<file path="src/rtl/sop_alu_pkg.sv">
package sop_alu_pkg;

    localparam int INSTR_W = 16;
    localparam int CODE_W  = 9;

    typedef enum logic [3:0] {
        OP_NONE,
        OP_CLR,
        OP_COM,
        OP_INC,
        OP_DEC,
        OP_NEG,
        OP_ADC,
        OP_SBC,
        OP_TST,
        OP_ROR,
        OP_ROL,
        OP_ASR,
        OP_ASL,
        OP_SWAB,
        OP_SXT
    } sop_e;

    typedef struct packed {
        logic n;
        logic z;
        logic v;
        logic c;
    } nzvc_t;

endpackage

</file>
<file path="src/rtl/sop_decode.sv">
module sop_decode
    import sop_alu_pkg::*;
(
    input  logic [INSTR_W-1:0] instr,
    output sop_e               op,
    output logic               byte_mode
);

    logic [CODE_W-1:0] code;

    assign code      = instr[14:6];
    assign byte_mode = instr[15];

    always_comb begin
        case (code)
            9'o050:  op = OP_CLR;
            9'o051:  op = OP_COM;
            9'o052:  op = OP_INC;
            9'o053:  op = OP_DEC;
            9'o054:  op = OP_NEG;
            9'o055:  op = OP_ADC;
            9'o056:  op = OP_SBC;
            9'o057:  op = OP_TST;
            9'o060:  op = OP_ROR;
            9'o061:  op = OP_ROL;
            9'o062:  op = OP_ASR;
            9'o063:  op = OP_ASL;
            9'o003:  op = instr[15] ? OP_NONE : OP_SWAB;
            9'o067:  op = instr[15] ? OP_NONE : OP_SXT;
            default: op = OP_NONE;
        endcase
    end

endmodule

</file>
<file path="src/rtl/sop_arith.sv">
module sop_arith
    import sop_alu_pkg::*;
#(
    parameter int W = 16
) (
    input  sop_e         op,
    input  logic [W-1:0] d,
    input  logic         cin,
    output logic [W-1:0] r,
    output logic         v,
    output logic         c
);

    localparam logic [W-1:0] MAX_POS = {1'b0, {(W-1){1'b1}}};
    localparam logic [W-1:0] MIN_NEG = {1'b1, {(W-1){1'b0}}};
    localparam logic [W-1:0] ALL_ONE = {W{1'b1}};
    localparam logic [W-1:0] ZERO    = '0;
    localparam logic [W-1:0] ONE     = {{(W-1){1'b0}}, 1'b1};

    logic [W-1:0] cin_w;
    assign cin_w = {{(W-1){1'b0}}, cin};

    always_comb begin
        r = d;
        v = 1'b0;
        c = 1'b0;
        unique case (op)
            OP_CLR: begin
                r = ZERO;
            end
            OP_COM: begin
                r = ~d;
                c = 1'b1;
            end
            OP_INC: begin
                r = d + ONE;
                v = (d == MAX_POS);
            end
            OP_DEC: begin
                r = d - ONE;
                v = (d == MIN_NEG);
            end
            OP_NEG: begin
                r = ZERO - d;
                v = (r == MIN_NEG);
                c = (r != ZERO);
            end
            OP_ADC: begin
                r = d + cin_w;
                v = cin && (d == MAX_POS);
                c = cin && (d == ALL_ONE);
            end
            OP_SBC: begin
                r = d - cin_w;
                v = cin && (d == MIN_NEG);
                c = cin && (d == ZERO);
            end
            default: begin
                r = d;
            end
        endcase
    end

endmodule

</file>
<file path="src/rtl/sop_shift.sv">
module sop_shift
    import sop_alu_pkg::*;
#(
    parameter int W = 16
) (
    input  sop_e         op,
    input  logic [W-1:0] d,
    input  logic         cin,
    output logic [W-1:0] r,
    output logic         v,
    output logic         c
);

    always_comb begin
        r = d;
        c = 1'b0;
        unique case (op)
            OP_ROR: begin
                r = {cin, d[W-1:1]};
                c = d[0];
            end
            OP_ROL: begin
                r = {d[W-2:0], cin};
                c = d[W-1];
            end
            OP_ASR: begin
                r = {d[W-1], d[W-1:1]};
                c = d[0];
            end
            OP_ASL: begin
                r = {d[W-2:0], 1'b0};
                c = d[W-1];
            end
            default: begin
                r = d;
            end
        endcase
        v = r[W-1] ^ c;
    end

endmodule

</file>
<file path="src/rtl/sop_swap.sv">
module sop_swap
    import sop_alu_pkg::*;
#(
    parameter int W = 16
) (
    input  sop_e         op,
    input  logic [W-1:0] d,
    input  logic         nin,
    output logic [W-1:0] r
);

    localparam int HALF = W / 2;

    always_comb begin
        unique case (op)
            OP_SWAB: r = {d[HALF-1:0], d[W-1:HALF]};
            OP_SXT:  r = {W{nin}};
            default: r = d;
        endcase
    end

endmodule

</file>
<file path="src/rtl/sop_alu.sv">
module sop_alu
    import sop_alu_pkg::*;
#(
    parameter int DATA_W = 16
) (
    input  logic [INSTR_W-1:0] instr,
    input  logic [DATA_W-1:0]  operand,
    input  logic [3:0]         flags_in,
    output logic [DATA_W-1:0]  result,
    output logic [3:0]         flags_out,
    output logic               wr_en
);

    localparam int HALF    = DATA_W / 2;
    localparam int N_LANES = 2;

    sop_e  op;
    logic  byte_mode;
    nzvc_t fin;
    nzvc_t fout;

    assign fin = nzvc_t'(flags_in);

    sop_decode u_dec (
        .instr     (instr),
        .op        (op),
        .byte_mode (byte_mode)
    );

    // Lane 0 works at full width, lane 1 on the low half.
    logic [DATA_W-1:0] a_r [N_LANES];
    logic              a_v [N_LANES];
    logic              a_c [N_LANES];
    logic [DATA_W-1:0] s_r [N_LANES];
    logic              s_v [N_LANES];
    logic              s_c [N_LANES];
    logic              l_n [N_LANES];

    for (genvar g = 0; g < N_LANES; g++) begin : g_lane
        localparam int LW = (g == 0) ? DATA_W : HALF;
        logic [LW-1:0] ld;
        logic [LW-1:0] ar;
        logic [LW-1:0] sr;

        assign ld = operand[LW-1:0];

        sop_arith #(.W(LW)) u_arith (
            .op  (op),
            .d   (ld),
            .cin (fin.c),
            .r   (ar),
            .v   (a_v[g]),
            .c   (a_c[g])
        );

        sop_shift #(.W(LW)) u_shift (
            .op  (op),
            .d   (ld),
            .cin (fin.c),
            .r   (sr),
            .v   (s_v[g]),
            .c   (s_c[g])
        );

        assign a_r[g] = DATA_W'(ar);
        assign s_r[g] = DATA_W'(sr);
        assign l_n[g] = (op == OP_ASR || op == OP_ASL || op == OP_ROR || op == OP_ROL)
                        ? sr[LW-1] : ar[LW-1];
    end

    logic [DATA_W-1:0] w_r;

    sop_swap #(.W(DATA_W)) u_swap (
        .op  (op),
        .d   (operand),
        .nin (fin.n),
        .r   (w_r)
    );

    int unsigned       ln;
    logic [DATA_W-1:0] lane_r;
    logic              lane_z;

    always_comb begin
        ln = byte_mode ? 1 : 0;
        unique case (op)
            OP_ROR, OP_ROL, OP_ASR, OP_ASL: lane_r = s_r[ln];
            default:                        lane_r = a_r[ln];
        endcase
        lane_z = byte_mode ? (lane_r[HALF-1:0] == '0) : (lane_r == '0);
    end

    always_comb begin
        result = operand;
        fout   = fin;
        wr_en  = 1'b0;
        unique case (op)
            OP_NONE: begin
                result = operand;
            end
            OP_CLR, OP_COM, OP_NEG, OP_ADC, OP_SBC: begin
                result = byte_mode ? {operand[DATA_W-1:HALF], lane_r[HALF-1:0]} : lane_r;
                fout   = '{n: l_n[ln], z: lane_z, v: a_v[ln], c: a_c[ln]};
                wr_en  = 1'b1;
            end
            OP_INC, OP_DEC: begin
                result = byte_mode ? {operand[DATA_W-1:HALF], lane_r[HALF-1:0]} : lane_r;
                fout   = '{n: l_n[ln], z: lane_z, v: a_v[ln], c: fin.c};
                wr_en  = 1'b1;
            end
            OP_TST: begin
                result = operand;
                fout   = '{n: l_n[ln], z: lane_z, v: 1'b0, c: 1'b0};
            end
            OP_ROR, OP_ROL, OP_ASR, OP_ASL: begin
                result = byte_mode ? {operand[DATA_W-1:HALF], lane_r[HALF-1:0]} : lane_r;
                fout   = '{n: l_n[ln], z: lane_z, v: s_v[ln], c: s_c[ln]};
                wr_en  = 1'b1;
            end
            OP_SWAB: begin
                result = w_r;
                fout   = '{n: w_r[HALF-1], z: (w_r[HALF-1:0] == '0), v: 1'b0, c: 1'b0};
                wr_en  = 1'b1;
            end
            OP_SXT: begin
                result = w_r;
                fout   = '{n: fin.n, z: (w_r == '0), v: 1'b0, c: fin.c};
                wr_en  = 1'b1;
            end
            default: begin
                result = operand;
            end
        endcase
    end

    assign flags_out = fout;

endmodule

</file>
<file path="config.mk">
export PLATFORM = sky130hd
export DESIGN_NAME = sop_alu
export DESIGN_NICKNAME = d
export VERILOG_FILES = /design/src/rtl/sop_alu_pkg.sv /design/src/rtl/sop_decode.sv /design/src/rtl/sop_arith.sv /design/src/rtl/sop_shift.sv /design/src/rtl/sop_swap.sv /design/src/rtl/sop_alu.sv
export SDC_FILE = /design/constraint.sdc
export NUM_CORES = 1
export LEC_CHECK = 0
export BUFFER_PORTS_ARGS = -buffer_cell sky130_fd_sc_hd__buf_4
export CORE_MARGIN = 1.5
export CORE_UTILIZATION = 25
export DETAILED_ROUTE_END_ITERATION = 10
export GPL_TIMING_DRIVEN = 1
export PLACE_DENSITY = 0.39
export SYNTH_ARGS = -nofsm -noshare
export SYNTH_HDL_FRONTEND = slang
export SYNTH_SLANG_ARGS = --single-unit
</file>
<file path="constraint.sdc">
create_clock -name vclk -period 6.01
set_input_delay 0.601 -clock vclk [all_inputs]
set_output_delay 0.601 -clock vclk [all_outputs]
set_load 0.01 [all_outputs]
</file>
==> impl_metrics.json <==
{
  "netlist.area_leader.share_pct": 7.61,
  "fp.dieW_microns": 115,
  "worst_pin_slew_ns": 1.09,
  "setup_viol": 0,
  "grtUsageMet1_pct": 30.8,
  "p_per_area_nw_per_um2": 48.7,
  "ys_seq_area_share_pct": 0,
  "regArea_sq_um": 0,
  "grt_usage_pct": 21.5,
  "grt_pass1_vias": 3888,
  "die_h_microns": 115,
  "hpwlAfterDp_mm": 10.8,
  "drive_gt1_share_pct": 18.1,
  "netlist-cell-type-count": 73,
  "wl_per_cell_microns": 21.3,
  "synth.avg_cell_area_sq_um": 6.43,
  "num-fill-cells": 1369,
  "cp.required_ns": 5.41,
  "stdcell_count": 676,
  "status": "finished, final reports clean",
  "cp-startpoint": "instr[14]",
  "max-cap-violations": 0,
  "ant_nets": 0,
  "die_area_sq_um": 13200,
  "io_pins": 57,
  "finish.utilization_pct": 30.3,
  "netlist_top_cells_area": "ha_1, nand2_1, a21oi_1",
  "crit_path_end_kind": "output pin",
  "fin_crit_sh_pct": 94.5,
  "nFlopsAndLatches": 0,
  "path_class": "in2out",
  "met2_usage_pct": 35.0,
  "slew_violations": 0,
  "dpl-instance-area_sq_um": 3650,
  "worstPathArrival_ns": 5.08,
  "vias": 4138,
  "rsz0062_at_grt": "false",
  "io_buffers": 51,
  "place.gp.congestion": 0.876,
  "overflow": 0,
  "yosysWarnings": 0,
  "cp-endpoint": "flags_out[2]",
  "max_slew_margin_pct": 26.6,
  "n_antenna_cell": 0,
  "cp_max_fo": 7,
  "yosysTopAreaCell": "ha_1",
  "drt_iter0_markers": 458,
  "drt_first_pass_iters": 6,
  "design_area_sq_um": 3670,
  "num_rows": 40,
  "place_inst": 676,
  "syn-num-nets": 542,
  "clockBufferCount": 0,
  "finalPower_mw": 0.179,
  "final_common_cell": "buf_4",
  "leakage_nw": 1.40,
  "hp-class": "in2out",
  "fmaxAchievable_mhz": 176,
  "grt_pass1_wl_mm": 22.5,
  "final_hold_viol_count": 0,
  "antenna_found_initial": 0,
  "post_cts_buffers": 0,
  "via_per_inst": 6.12,
  "synthesis.area_sq_um": 3120,
  "syn_inst": 486,
  "grt_use_met3_pct": 2.58,
  "drc": 0,
  "fin_tns_setup_ns": 0,
  "grt-busiest-layer": "met2",
  "startpoint_type": "input pin",
  "ir_drop_v": 0.0000258,
  "initial_utilization_pct": 25.8,
  "hp-start": "flags_in[1]",
  "finalCriticalPeriod_ns": 5.68,
  "routed_wl_mm": 14.4,
  "fin_nets": 566,
  "core_sq_um": 12100,
  "layout_common_cells": "buf_4, nand2_1, a21oi_1",
  "grt_start_max_net_pins": 23,
  "area_growth_pct": 17.4
}
-- what timing repair did --
| item | CTS | global route |
|---|---|---|
| endpoints found under the setup margin | 0 | 2 |
| hold buffers | 0 | 0 |
| gates resized for setup | 0 | 2 |
-- worst min path at each step --
| stage | depth (start not counted) | end | slack (ns) |
|---|---|---|---|
| after floorplan | 2 | flags_out[2] | 1.33 |
| after global placement | 4 | flags_out[1] | 1.50 |
| after detailed placement | 4 | flags_out[1] | 1.51 |
| after CTS | 4 | flags_out[1] | 1.51 |
| after global routing | 4 | flags_out[2] | 1.55 |
| final | 4 | flags_out[1] | 1.51 |
-- layer usage --
layer | up-vias | wire, microns
li1 | 1939 | -
met1 | 1974 | 6360
met2 | 203 | 6460
met3 | 22 | 1250
met4 | 0 | 301
met5 | - | 0
-- logic make-up after synthesis --
family                   synth area share, %
multiplexers                            1.28
adder cells (fa/ha/maj)                 8.25
XOR/XNOR                                5.29
buffers and inverters                   8.17
AND/OR/NAND/NOR                         34.5
AO/OA/AOI/OAI                           42.5
-- power by group --
part / total, mW / switching, mW / leakage (nW) / internal [mW]
sequential: 0 / 0 / 0 / 0
combinational: 0.179 / 0.110 / 1.40 / 0.0684
clock: 0 / 0 / 0 / 0
total: 0.179 / 0.110 / 1.40 / 0.0684
-- worst max-delay path, stage by stage --
cell,delay (ns)
buf_4,0.12
nor4b_2,0.63
nand2_1,0.23
a211oi_4,0.58
buf_4,0.28
ha_1,0.28
and3_1,0.16
a221oi_1,0.45
o311a_1,0.28
o21ai_0,0.19
xor2_1,0.18
a211oi_1,0.42
o31a_1,0.17
nand4_1,0.15
o31ai_2,0.20
buf_4,0.15
-- Yosys cell counts (5+ instances only) --
cell	n
ha_1	19
buf_2	6
nor2_1	29
xor2_1	8
nand4_1	14
a21o_1	10
o211ai_1	9
o31ai_1	12
nand2b_1	8
xnor2_1	9
nand2_1	50
nor4_1	8
or3_1	5
and3_1	7
nor2b_1	5
nand3_1	26
a21oi_1	35
clkbuf_1	37
a31oi_1	8
nor3_1	21
a221oi_1	17
o21ai_0	30
inv_1	16
-- metrics by stage --
| stage | hold slack [ns] | setup slack (ns) |
|---|---|---|
| after detailed placement | 1.51 | 0.0700 |
| final | 1.51 | 0.328 |
| after floorplan | 1.33 | 0.827 |
| after global routing | 1.55 | 0.0173 |
| after CTS | 1.51 | 0.0725 |
| after global placement | 1.50 | 0.0528 |
-- final cells by class --
type                            count  area [sq um]  share of cell area, %
Inverter                           16          60.1                   1.64
Multi-Input combinational cell    424          2890                   78.7
Tap cell                          168           210                   5.73
Timing Repair Buffer               68           510                   13.9
Note: power is estimated with default switching activity, not from simulation.
